<file path="src/rtl/ivec_pkg.sv">
// Package ivec_pkg
// Shared register addresses, bit positions and masks for the interrupt
// vector and DMA request controller. Assumes a 16-bit register port.
package ivec_pkg;
    localparam int REG_W     = 16;
    localparam int MASK_MAX  = 6;
    localparam int RX_BIT    = 3;
    localparam int TX_BIT    = 4;
    localparam int BUSY_BIT  = 12;
    localparam int RXDMA_BIT = 15;
    localparam int TXDMA_BIT = 7;
    localparam int FORCE_BIT = 11;

    localparam logic [REG_W-1:0] W1C_MASK   = 16'h0027;
    localparam logic [REG_W-1:0] FORCE_MASK = 16'h003F;
    localparam logic [REG_W-1:0] STAT_KEEP  = ~(16'h0001 << BUSY_BIT);

    typedef enum logic [2:0] {
        A_MASK = 3'd0,
        A_STAT = 3'd1,
        A_VEC  = 3'd2,
        A_DMA  = 3'd3,
        A_TEST = 3'd4
    } reg_addr_e;
endpackage

</file>
<file path="src/rtl/ivec_prio.sv">
// Module ivec_prio
// Finds the lowest set bit of a pending vector. It returns that bit's
// position plus one (zero if no bit is set) and a one-hot copy of it.
// The logic is purely combinational; lower positions have the higher priority.
module ivec_prio #(
    parameter int W = 6,
    localparam int CW = $clog2(W + 1)
) (
    input  logic [W-1:0]  pend,
    output logic [CW-1:0] code,
    output logic [W-1:0]  onehot
);
    // Scan from the top down so the lowest set bit is the last one assigned.
    always_comb begin
        code   = '0;
        onehot = '0;
        for (int i = W - 1; i >= 0; i--) begin
            if (pend[i]) begin
                code   = CW'(i + 1);
                onehot = W'(1) << i;
            end
        end
    end
endmodule

</file>
<file path="src/rtl/ivec_status.sv">
// Module ivec_status
// Holds the status flags. Each cycle it applies software clears first,
// then the forced bits, then the engine set pulses, so a set always wins
// over a clear. The busy bit position is never stored. Also exposes the
// next-state value so the registered outputs can follow the same edge.
module ivec_status
    import ivec_pkg::*;
#(
    parameter int W = REG_W
) (
    input  logic         clk,
    input  logic         rst_n,
    input  logic [W-1:0] set_pulse,
    input  logic [W-1:0] sw_clr,
    input  logic [W-1:0] sw_force,
    output logic [W-1:0] stat_q,
    output logic [W-1:0] stat_d
);
    // Next-state: clear, then force, then set (set has the highest priority).
    always_comb begin
        stat_d = (((stat_q & ~sw_clr) | sw_force) | set_pulse) & STAT_KEEP;
    end

    // Flag register with synchronous reset.
    always_ff @(posedge clk) begin
        if (!rst_n) stat_q <= '0;
        else        stat_q <= stat_d;
    end

    // a bit pulsed by the engine is set after the edge, even if software cleared it.
    p_set_wins_r10: assert property (@(posedge clk) disable iff (!rst_n)
        (|(set_pulse & STAT_KEEP)) |=>
            ((stat_q & $past(set_pulse & STAT_KEEP)) == $past(set_pulse & STAT_KEEP)));

    // the busy position is never stored.
    p_no_busy_store_r6: assert property (@(posedge clk) disable iff (!rst_n)
        $past(rst_n) |-> !stat_q[BUSY_BIT]);
endmodule

</file>
<file path="src/rtl/ivec_cfg.sv">
// Module ivec_cfg
// Holds the interrupt enable mask and the two DMA enables. Writing a DMA
// enable as one drops the matching data-ready mask bit. The mask width
// depends on the revision. Only one of the two writes happens per cycle.
module ivec_cfg
    import ivec_pkg::*;
#(
    parameter bit NEW_REV = 1'b1,
    localparam logic [MASK_MAX-1:0] MASK_KEEP = NEW_REV ? 6'h3F : 6'h1F
) (
    input  logic                clk,
    input  logic                rst_n,
    input  logic                wr_mask,
    input  logic                wr_dma,
    input  logic [REG_W-1:0]    wdata,
    output logic [MASK_MAX-1:0] mask_q,
    output logic [MASK_MAX-1:0] mask_d,
    output logic                rx_en_q,
    output logic                tx_en_q,
    output logic                rx_en_d,
    output logic                tx_en_d
);
    // Next-state for the mask and the DMA enables.
    always_comb begin
        mask_d  = mask_q;
        rx_en_d = rx_en_q;
        tx_en_d = tx_en_q;
        if (wr_mask) begin
            mask_d = wdata[MASK_MAX-1:0] & MASK_KEEP;
        end else if (wr_dma) begin
            rx_en_d = wdata[RXDMA_BIT];
            tx_en_d = wdata[TXDMA_BIT];
            if (wdata[RXDMA_BIT]) mask_d[RX_BIT] = 1'b0;
            if (wdata[TXDMA_BIT]) mask_d[TX_BIT] = 1'b0;
        end
    end

    // Configuration registers with synchronous reset.
    always_ff @(posedge clk) begin
        if (!rst_n) begin
            mask_q  <= '0;
            rx_en_q <= 1'b0;
            tx_en_q <= 1'b0;
        end else begin
            mask_q  <= mask_d;
            rx_en_q <= rx_en_d;
            tx_en_q <= tx_en_d;
        end
    end

    // turning on receive DMA removes the receive-ready interrupt enable.
    p_rx_dma_unmask_r5: assert property (@(posedge clk) disable iff (!rst_n)
        (wr_dma && !wr_mask && wdata[RXDMA_BIT]) |=> (!mask_q[RX_BIT] && rx_en_q));

    // turning on transmit DMA removes the transmit-ready interrupt enable.
    p_tx_dma_unmask_r5: assert property (@(posedge clk) disable iff (!rst_n)
        (wr_dma && !wr_mask && wdata[TXDMA_BIT]) |=> (!mask_q[TX_BIT] && tx_en_q));
endmodule

</file>
<file path="src/rtl/ivec_ctrl.sv">
// Module ivec_ctrl
// Top level of the interrupt vector and DMA request controller.
// It decodes register accesses, routes the revision-dependent
// acknowledge paths into the status flags, registers the read data,
// and registers the interrupt and DMA request outputs from the
// next-state values. Assumes one access per address per cycle.
module ivec_ctrl
    import ivec_pkg::*;
#(
    parameter bit NEW_REV = 1'b1
) (
    input  logic              clk,
    input  logic              rst_n,
    input  logic              wr_en,
    input  logic              rd_en,
    input  logic [2:0]        addr,
    input  logic [REG_W-1:0]  wdata,
    output logic [REG_W-1:0]  rdata,
    input  logic [REG_W-1:0]  set_pulse,
    input  logic              bus_busy,
    output logic              irq_o,
    output logic              rx_dreq_o,
    output logic              tx_dreq_o
);
    localparam int CW = $clog2(MASK_MAX + 1);

    logic                wr_mask, wr_stat, wr_dma, wr_test, rd_vec;
    logic [REG_W-1:0]    stat_q, stat_d, sw_clr, sw_force;
    logic [MASK_MAX-1:0] mask_q, mask_d, pend, ack_onehot;
    logic                rx_en_q, tx_en_q, rx_en_d, tx_en_d;
    logic [CW-1:0]       vec_code;
    logic [REG_W-1:0]    rd_mux;

    // Decode the register strobes.
    always_comb begin
        wr_mask = wr_en && (addr == A_MASK);
        wr_stat = wr_en && (addr == A_STAT);
        wr_dma  = wr_en && (addr == A_DMA);
        wr_test = wr_en && (addr == A_TEST);
        rd_vec  = rd_en && (addr == A_VEC);
    end

    assign pend = stat_q[MASK_MAX-1:0] & mask_q;

    ivec_prio #(.W(MASK_MAX)) u_prio (
        .pend   (pend),
        .code   (vec_code),
        .onehot (ack_onehot)
    );

    // Choose the software clear and force sources for the selected revision.
    generate
        if (NEW_REV) begin : g_new
            always_comb begin
                sw_clr   = wr_stat ? (wdata & W1C_MASK) : '0;
                sw_force = (wr_test && wdata[FORCE_BIT]) ? FORCE_MASK : '0;
            end
        end else begin : g_old
            always_comb begin
                sw_clr   = rd_vec ? REG_W'(ack_onehot) : '0;
                sw_force = '0;
            end
        end
    endgenerate

    ivec_status #(.W(REG_W)) u_stat (
        .clk       (clk),
        .rst_n     (rst_n),
        .set_pulse (set_pulse),
        .sw_clr    (sw_clr),
        .sw_force  (sw_force),
        .stat_q    (stat_q),
        .stat_d    (stat_d)
    );

    ivec_cfg #(.NEW_REV(NEW_REV)) u_cfg (
        .clk     (clk),
        .rst_n   (rst_n),
        .wr_mask (wr_mask),
        .wr_dma  (wr_dma),
        .wdata   (wdata),
        .mask_q  (mask_q),
        .mask_d  (mask_d),
        .rx_en_q (rx_en_q),
        .tx_en_q (tx_en_q),
        .rx_en_d (rx_en_d),
        .tx_en_d (tx_en_d)
    );

    // Read data multiplexer over the register map.
    always_comb begin
        rd_mux = '0;
        case (addr)
            A_MASK: rd_mux = REG_W'(mask_q);
            A_STAT: begin
                rd_mux           = stat_q;
                rd_mux[BUSY_BIT] = bus_busy;
            end
            A_VEC:  rd_mux = NEW_REV ? '0 : REG_W'(vec_code);
            A_DMA:  begin
                rd_mux[RXDMA_BIT] = rx_en_q;
                rd_mux[TXDMA_BIT] = tx_en_q;
            end
            default: rd_mux = '0;
        endcase
    end

    // Registered read data; it holds its value between reads.
    always_ff @(posedge clk) begin
        if (!rst_n)     rdata <= '0;
        else if (rd_en) rdata <= rd_mux;
    end

    // Registered request outputs, taken from the next state so they change on the same edge as it.
    always_ff @(posedge clk) begin
        if (!rst_n) begin
            irq_o     <= 1'b0;
            rx_dreq_o <= 1'b0;
            tx_dreq_o <= 1'b0;
        end else begin
            irq_o     <= |(stat_d[MASK_MAX-1:0] & mask_d);
            rx_dreq_o <= stat_d[RX_BIT] & rx_en_d;
            tx_dreq_o <= stat_d[TX_BIT] & tx_en_d;
        end
    end

    // the interrupt line agrees with the stored flags and mask.
    p_irq_state_r2: assert property (@(posedge clk) disable iff (!rst_n)
        $past(rst_n) |-> (irq_o == (|(stat_q[MASK_MAX-1:0] & mask_q))));

    // a DMA request line is never high while its channel is disabled.
    p_dreq_gated_r3: assert property (@(posedge clk) disable iff (!rst_n)
        (rx_dreq_o |-> rx_en_q) and (tx_dreq_o |-> tx_en_q));

    // bit 12 of status read data is the busy input sampled at the read.
    p_busy_read_r6: assert property (@(posedge clk) disable iff (!rst_n)
        (rd_en && addr == A_STAT) |=> (rdata[BUSY_BIT] == $past(bus_busy)));

    // an older-revision vector acknowledge removes exactly one pending flag.
    p_vec_ack_r7: assert property (@(posedge clk) disable iff (!rst_n)
        (!NEW_REV && rd_vec && (|pend) && !wr_en && (set_pulse == '0)) |=>
            ($countones(stat_q) == $countones($past(stat_q)) - 1));

    // in the older revision a status write leaves the flags unchanged.
    p_old_stat_ro_r8: assert property (@(posedge clk) disable iff (!rst_n)
        (!NEW_REV && wr_stat && !rd_en && (set_pulse == '0)) |=> $stable(stat_q));
endmodule

</file>
<file path="config.mk">
export PLATFORM = sky130hd
export DESIGN_NAME = ivec_ctrl
export DESIGN_NICKNAME = d
export VERILOG_FILES = /design/src/rtl/ivec_pkg.sv /design/src/rtl/ivec_prio.sv /design/src/rtl/ivec_status.sv /design/src/rtl/ivec_cfg.sv /design/src/rtl/ivec_ctrl.sv
export SDC_FILE = /design/constraint.sdc
export NUM_CORES = 1
export LEC_CHECK = 0
export BUFFER_PORTS_ARGS = -buffer_cell sky130_fd_sc_hd__buf_2
export CAP_MARGIN = 25
export CORE_MARGIN = 2
export CORE_UTILIZATION = 35
export CTS_CLUSTER_SIZE = 10
export DETAILED_ROUTE_END_ITERATION = 8
export GPL_TIMING_DRIVEN = 0
export PLACE_DENSITY_LB_ADDON = 0.08
export SETUP_SLACK_MARGIN = 0.5
export SKIP_LAST_GASP = 1
export SLEW_MARGIN = 10
export SYNTH_ARGS = -nofsm -noshare
export SYNTH_HDL_FRONTEND = slang
export SYNTH_SLANG_ARGS = --single-unit
</file>
<file path="constraint.sdc">
create_clock -name clk -period 4.2 [get_ports clk]
set_input_delay 0.63 -clock clk [delete_from_list [all_inputs] [get_ports clk]]
set_output_delay 0.63 -clock clk [all_outputs]
set_load 0.005 [all_outputs]
</file>
### Word-level counts from Yosys, hierarchy flattened

Index checks and enable logic that the tools add are counted.

| cells by class | value |
|---|---|
| eq/ne operators | 3 |
| muxes and demuxes | 16 |
| bitwise logic cells | 7 |
| reduce and logical (&&, ||, !) cells | 7 |

Operators with widths:

| cell | count |
|---|---|
| $and A16 B16 Y16 | 1 |
| $not A6 Y16 | 1 |
| $or A16 B16 Y16 | 1 |
| $or A16 B6 Y16 | 1 |
| $pmux W7 S2 | 1 |
| $mux W6 | 2 |
| $mux W1 | 7 |
| $mux W7 | 1 |
| $and A6 B6 Y6 | 1 |
| $reduce_or A6 Y1 | 1 |
| $logic_and A1 B1 Y1 | 5 |
| $mux W2 | 2 |
| $pmux W1 S2 | 2 |
| $eq A3 B1 Y1 const B | 1 |
| $eq A3 B2 Y1 const B | 1 |
| $eq A3 B3 Y1 const B | 1 |
| $logic_not A3 Y1 | 1 |
| $mux W3 | 1 |
| $and A1 B1 Y1 | 2 |

| word-level totals | value |
|---|---|
| bits in registers | 43 |
| bits of input ports | 40 |
| output and inout port bits | 19 |
| word-level logic and storage cells | 42 |

### Logic depth before layout (Yosys ltp)

Gate-level depths: netlist of the first run.

| depth | value |
|---|---|
| word-level depth | 9 |
| mapped depth | 7 |
| gate-level depth less buffers | 5 |

### By module

A second synthesis of the first run with hierarchy kept.

| unflattened totals | value |
|---|---|
| cells, all modules | 188 |
| area total of the unflattened synthesis | 1879.3 um^2 |

Modules (own cells, without submodules):

| module | times used | cells each | area each (um^2) | sequential area each (um^2) |
|---|---|---|---|---|
| ivec_ctrl | 1 | 77 | 820.8 | 380.4 |
| ivec_status | 1 | 79 | 705.7 | 300.3 |
| ivec_cfg | 1 | 32 | 352.8 | 160.2 |

### Least setup slack after synthesis of the first run

Ideal clock, no wire load.

| timing path | value |
|---|---|
| kind | input to register |
| start point | in addr[1] |
| end point | reg irq_o |
| setup time | 0.125 ns |
| data arrival time | 1.788 ns |
| data required time | 4.075 ns |
| path slack | 2.287 ns |
| cell stages on the path | 6 |
| buffers on the path | 1 |
| path through | buf_6 and4bb_2 nand2_1 a211oi_2 o22ai_1 o41a_1 |

| between the ends | value |
|---|---|
| longest elaborated chain between the ends | 9 |
| elaborated cells between the ends (all ways) | 21 |
| classes of those cells | eq/ne (3); mux (6); bitwise (5); reduce/logical (7) |

Ends and longest elaborated chain:

| element | line | text |
|---|---|---|
| start, declared | ivec_ctrl.sv:16 | `input logic [2:0] addr,` |
| $eq A3 B1 Y1 | ivec_ctrl.sv:37 | `wr_stat = wr_en && (addr == A_STAT);` |
| $logic_and A1 B1 Y1 | ivec_ctrl.sv:37 |  |
| $mux W6 | ivec_ctrl.sv:55 | `sw_clr = wr_stat ? (wdata & W1C_MASK) : '0;` |
| $not A6 Y16 | ivec_status.sv:21 | `stat_d = (((stat_q & ~sw_clr) \| sw_force) \| set_pulse) & STAT_KEEP;` |
| $and A16 B16 Y16 | ivec_status.sv:21 |  |
| $or A16 B6 Y16 | ivec_status.sv:21 |  |
| $or A16 B16 Y16 | ivec_status.sv:21 |  |
| $and A6 B6 Y6 (*) | ivec_ctrl.sv:121 | `irq_o <= \|(stat_d[MASK_MAX-1:0] & mask_d);` |
| $reduce_or A6 Y1 (*) | ivec_ctrl.sv:121 |  |
| end signal, assigned | ivec_ctrl.sv:121 |  |
| end, declared | ivec_ctrl.sv:21 | `output logic irq_o,` |

Every way passes the cells marked *; elsewhere a longest branch is shown, timed or not.
A chain may end at the register's enable or synchronous reset.

### Worst setup path after layout of the first run

| timing path | value |
|---|---|
| start point | in addr[2] |
| end point | reg irq_o |

Same word-level chain as after synthesis.

==> out/qor.yml, run 1 <==
status: "finished, final reports clean"
grt_pass1_vias: 1336
synthToLayoutAreaGrowth_pct: 24.5
ys_seq_elements: 42
cts_buffers: 5
critPathKind: "input port to register"
start_kind: "input port"
gp_congestion: 0.823
drtIter0Drc: 68
antenna_found_initial: 0
clk_path_buf_depth: 2
tns_ns: 0
grt_pass1_wl_mm: 6.27
critPathRequiredTime_ns: 4.38
met3_usage_pct: 4.53
yosys.cell_types.count: 32
skew_ns: 0.00567
holdCritPathClass: "register to register"
hold_slack_ns: 0.471
slew_headroom_pct: 67.3
cts_tree: "yes"
die_h_um: 73.9
ioPinCount: 59
post_cts_resize_count: 0
diodes: 0
syn-cell-area_mm2: 0.00171
max_stage_delay_ns: 0.38
postCtsSetupBuffers: 0
finalSetupViolCount: 0
max_cap_violations: 0
start_util_pct: 36.2
synth_cells: 171
use_met2_pct: 26.2
grt_use_met1_pct: 18.7
crit_fanout: 6
drive_gt1_share_pct: 30.4
ant_nets: 0
die_w_um: 73.9
clock_sinks: 42
synthFlopType: "dfxtp_1"
ys_seq_area_share_pct: 49.2
clk_pin_slew_ns: 0.08
vias: 1328
globalRouteOverflowTotal: 0
powerDensity_mw_per_mm2: 360
dpl_worst_slack_ns: 2.04
slew_viol_final: 0
layout_setup_ws_ns: 2.36
worst-path-buf-inv: 2
worstSetupEndpointType: "register"
rsz0062_at_grt: "no"
slowest_stage: "o41a_1"
p_leak_nw: 0.904
rows: 25
route.detailed.wl_per_inst_um: 13.3
grt.busiest_layer: "met2"
cts_root_buf: "clkbuf_8"
synthesis.nets: 211
holdBufCountCts: 0
critPathTopFamily: "compound AO/OA/AOI/OAI gates"
final.min_clock_period_ns: 1.84
max_freq_mhz: 543
syn_area_per_cell_um2: 10.0
clk_latency_ns: 0.29
path_cells: "buf_2, nor2b_1, and2_1, buf_4, mux2i_1, o22ai_1, o41a_1"
synth_edf_count: 0
hold_viol: 0
die-area_mm2: 0.00546
vias_per_cell: 4.52
wl_mm: 3.91
remaining_drc_errors: 0
grt_max_degree: 14
cp_data_arrival_time_ns: 2.02
io_buffers: 48
nets: 266
final_util_pct: 45.1
yosys_warnings: 0
dpl.hpwl_mm: 2.96
dr.pass1.iters: 4
min_period_over_period_pct: 43.8
ctsHtreeMaxLevel: 2
grt_util_all_layers_pct: 15.5
ir_drop_mv: 0.189
async_flop_share_pct: 0
worst_pin_slew_ns: 0.490
design.core.area_mm2: 0.00472
## worst paths after layout
path	depth (start not counted)	slack, ns	from	to
setup / recovery	7	2.36	addr[2]	irq_o
hold reg to reg	1	0.47	u_stat.stat_q[14]	u_stat.stat_q[14]
setup reg to reg	3	2.90	u_stat.stat_q[3]	irq_o
hold / removal	1	0.47	u_stat.stat_q[14]	u_stat.stat_q[14]
## synth_stat cells, types with 3 or more instances
library cell / number / area share [%]
dfxtp_1: 42 / 49
nand2_1: 6 / 1.3
nor2b_1: 25 / 9.1
a21oi_1: 9 / 2.6
a211oi_1: 3 / 1.3
nor2_1: 4 / 0.88
mux2i_1: 14 / 8.2
inv_1: 8 / 1.8
clkbuf_1: 5 / 1.1
o21a_1: 9 / 3.9
buf_6: 3 / 2.0
o22ai_1: 10 / 3.7
and2_1: 9 / 3.3
and2b_1: 3 / 1.3
## area by class of cell
type | count | area (um2)
fillers | 475 | 2590
multi-input cells | 111 | 774
repair buffers | 48 | 240
inverters | 8 | 30.0
plain buffers | 10 | 65.1
well taps | 67 | 83.8
flip-flops and latches | 42 | 841
clock buffers | 6 | 82.6
clock inverters | 2 | 12.5
## state kept, by name, summed over array words and instances, names as in the netlist
register and flops:
rx_dreq_o 1, irq_o 1, u_cfg.tx_en_q 1, tx_dreq_o 1
u_stat.stat_q 15, u_cfg.mask_q 6, rdata 16, u_cfg.rx_en_q 1
## cell usage in the layout (no fill, tap or decap), drive strengths merged, types with 2 or more instances in the layout
master / instances
and2: 10
a211oi: 5
o21a: 9
a21oi: 9
nor2: 4
nor2b: 25
and3: 2
nand2: 6
and2b: 5
and4bb: 2
mux2i: 14
a21boi: 2
o22ai: 10
buf: 53
inv: 8
clkbuf: 11
dfxtp: 42
## through the flow
| step | power, mW | area (um2) | cells |
|---|---|---|---|
| 2_1_floorplan | 0.472 | 1710 | 171 |
| 3_3_place_gp | 0.502 | 2030 | 286 |
| 3_5_place_dp | 0.504 | 2030 | 286 |
| 4_1_cts | 0.776 | 2130 | 294 |
| 5_1_grt | 0.807 | 2130 | 294 |
| 6_report | 0.767 | 2130 | 294 |
## layer usage
layer | wire, um | up-vias
li1 | - | 691
met1 | 1800 | 599
met2 | 1900 | 31
met3 | 156 | 7
met4 | 57 | 0
met5 | 0 | -
## power by group
part / switching [mW] / internal (mW)
Clock: 0.141 / 0.132
Sequential: 0.00758 / 0.413
Combinational: 0.0350 / 0.0380
## kinds of logic (layout without fill, tap and decap cells)
logic type / Yosys count / count (layout) / synth area share (%)
buf+inv: 18 / 74 / 5.56
compound gates: 38 / 38 / 15.3
flops: 42 / 42 / 49.2
mux: 14 / 14 / 8.19
simple gates: 59 / 59 / 21.8
(Power assumes the default switching activity.)
==> inputs of run 2 (changes only) <==
ABC_AREA = 1   (was unset)
clock period = 1.6 ns   (was 4.2 ns; I/O delays follow)
==> out/qor.yml, run 2 <==
synthesis.nets: 277  # was 211
dr.pass1.iters: 4  # unchanged
slew_viol_final: 0  # unchanged
status: "finished, final reports clean"  # unchanged
crit_fanout: 7  # was 6
gp_congestion: 0.771  # was 0.823
critPathKind: "input port to register"  # unchanged
ctsHtreeMaxLevel: 2  # unchanged
synthFlopType: "dfxtp_1"  # unchanged
grt_pass1_wl_mm: 6.78  # was 6.27 mm
path_cells: "buf_8, nor2_4, nand3_4, nand2_1, o21ai_0, nand2_1, nand3_2, nor2_2, nor2_1"  # was buf_2, nor2b_1, and2_1, buf_4, mux2i_1, o22ai_1, o41a_1
start_util_pct: 36.7  # was 36.2%
skew_ns: 0.00627  # was 0.00567 ns
route.detailed.wl_per_inst_um: 11.9  # was 13.3 um
tns_ns: 0  # unchanged
cts_tree: "yes"  # unchanged
regMostFlops: "rdata"  # unchanged
max_cap_violations: 0  # unchanged
min_period_over_period_pct: 64.8
ioPinCount: 59  # unchanged
remaining_drc_errors: 0  # unchanged
synth_edf_count: 0  # unchanged
yosys_warnings: 0  # unchanged
final.min_clock_period_ns: 1.04
grt_pass1_vias: 1526  # was 1336
largest_reg_flops: 16  # unchanged
clk_pin_slew_ns: 0.08  # about the same
async_flop_share_pct: 0  # unchanged
clk_path_buf_depth: 2  # unchanged
synth.largest_area_cell: "dfxtp_1"  # unchanged
synthToLayoutAreaGrowth_pct: 28.5  # was 24.5%
final_common_cell: "nand2_1"  # was buf_2
cp.depth: 9  # was 7
final_cell_mix: "55 x nand2_1, 47 x buf_2, 42 x dfxtp_1"  # was 49 x buf_2, 42 x dfxtp_1, 25 x nor2b_1
cp_data_arrival_time_ns: 1.20  # was 2.02 ns
ant_nets: 0  # unchanged
yosysTopAreaCellShare_pct: 47.9  # was 49.2%
ys_seq_elements: 42  # unchanged
powerDensity_mw_per_mm2: 898  # was 360 mW/mm2
nets: 337  # was 266
worstRegToRegCells: 6  # was 3
start_kind: "input port"  # unchanged
yosys.cell_types.count: 25  # was 32
rows: 25  # unchanged
critPathTopFamily: "simple AND/OR/NAND/NOR gates"  # was compound AO/OA/AOI/OAI gates
diodes: 0  # unchanged
vias: 1672  # was 1328
worst-path-buf-inv: 1  # was 2
r2r-start: "u_cfg.mask_q[0]"  # was u_stat.stat_q[3]
holdBufCountCts: 0  # unchanged
die_w_um: 74.8  # was 73.9 um
max_freq_mhz: 965
drtIter0Drc: 48  # was 68
rsz0062_at_grt: "yes"  # was no
vias_per_cell: 4.59  # was 4.52
cts_root_buf: "clkbuf_8"  # unchanged
p_leak_nw: 1.05  # was 0.904 nW
final_util_pct: 47.2  # was 45.1%
grt_util_all_layers_pct: 16.4  # was 15.5%
clk_latency_ns: 0.29  # about the same
syn_area_per_cell_um2: 7.41  # was 10.0 um2
ys_seq_area_share_pct: 47.9  # was 49.2%
antenna_found_initial: 0  # unchanged
holdCritPathClass: "input port to register"  # was register to register
critPathRequiredTime_ns: 1.76  # was 4.38 ns
reg.largest.list: "rdata (16), u_stat.stat_q (15), u_cfg.mask_q (6)"  # unchanged
hold_start: "set_pulse[11]"  # was u_stat.stat_q[14]
hold_viol: 0  # unchanged
critPathLaunch: "addr[2]"  # unchanged
synth_top_cells_by_count: "57 x nand2_1, 42 x dfxtp_1, 39 x nor2_1, 21 x inv_1, 19 x o21ai_0"  # was 42 x dfxtp_1, 25 x nor2b_1, 14 x mux2i_1, 10 x o22ai_1
globalRouteOverflowTotal: 0  # unchanged
design.core.area_mm2: 0.00479  # was 0.00472 mm2
worstSetupEndpointType: "register"  # unchanged
worstHoldPathCells: 3  # was 1
synthTopCellsByArea: "dfxtp_1 48%, nand2_1 12%, nor2_1 8.3%"  # was dfxtp_1 49%, nor2b_1 9.1%, mux2i_1 8.2%
cts_buffers: 5  # unchanged
worst_pin_slew_ns: 0.508  # was 0.490 ns
slowest_stage: "nor2_4"  # was o41a_1
die_h_um: 74.8  # was 73.9 um
syn-cell-area_mm2: 0.00176  # was 0.00171 mm2
wl_mm: 4.33  # was 3.91 mm
finalSetupViolCount: 0  # unchanged
synthMostInstantiatedCell: "nand2_1"  # was dfxtp_1
synth_cells: 237  # was 171
drive_gt1_share_pct: 30.6  # was 30.4%
io_buffers: 48  # unchanged
cp_common_cell: "nand2_1"
clock_sinks: 42  # unchanged
dpl.hpwl_mm: 3.15  # was 2.96 mm
slew_headroom_pct: 66.2  # was 67.3%
max_stage_delay_ns: 0.16  # was 0.38 ns
grt_max_degree: 13  # was 14
ir_drop_mv: 0.449  # was 0.189 mV
rrSetupSlack_ns: 0.63  # was 2.90 ns
nFillCells: 515  # was 475
die-area_mm2: 0.00560  # was 0.00546 mm2
[run 2: changes by cell type in the layout (fill, tap and decap cells not counted), sizes merged, moves of 9 or more]
cell / change
nand2: +54
nor2: +38
a21oi: +10
nor2b: -25
o22ai: -10
mux2i: -14
and2: -10
inv: +16
o21ai: +19
nand3: +9
o21a: -9
[run 2: final timing paths]
check | endpoint
setup / recovery | irq_o
hold / removal | u_stat.stat_q[11]
setup reg to reg | irq_o
hold reg to reg | rdata[10]
[run 2: worst min-delay path: cells and delay by family]
family                 cells  cell delay (ns)
AND/OR/NAND/NOR            2             0.09
buffers and inverters      1             0.08
[run 2: kinds of logic (layout without fill, tap and decap cells)]
kind of cell	after synthesis	in the layout	synth area share (%)
AO/OA/AOI/OAI	40	40	12.3
buffers and inverters	34	94	9.76
flip-flops	42	42	47.9
AND/OR/NAND/NOR	121	121	30.1
[run 2: layout make-up]
class,count,area [um2],area share (%)
Tap cell,67,83.8,3.71
Clock inverter,2,10.0,0.443
Sequential cell,42,841,37.3
Inverter,24,97.6,4.32
Timing Repair Buffer,53,294,13.0
Clock buffer,5,68.8,3.05
Buffer,10,80.1,3.55
Multi-Input combinational cell,161,782,34.6
[run 2: power by group]
| part | switching [mW] | internal [mW] |
|---|---|---|
| Sequential | 0.0241 | 1.10 |
| Clock | 0.356 | 0.293 |
| Combinational | 0.145 | 0.113 |
[run 2: per-layer routing]
| layer | vias to the layer above | track usage [%] | wire length (um) |
|---|---|---|---|
| met5 | - | 0 | 0 |
| met4 | 0 | 7.94 | 52 |
| met3 | 6 | 4.02 | 232 |
| met2 | 35 | 25.6 | 1990 |
| met1 | 758 | 21.2 | 2060 |
| li1 | 873 | - | - |
[run 2: timing repair]
item                       in CTS  in global routing
setup buffers                   0                  4
setup endpoints to repair       0                  2
gates resized for setup         0                 15
[run 2: stage by stage]
step                      total power [mW]  hold slack (ns)  std cells  area [um2]  worst slack (ns)
after floorplan                       1.28            0.356        237        1780             0.502
after global placement                1.38            0.442        352        2100             0.183
final                                 2.03            0.145        364        2260             0.564
after detailed placement              1.39            0.450        352        2100             0.210
after CTS                             2.03            0.138        359        2180             0.511
after global routing                  2.13            0.148        364        2260             0.490
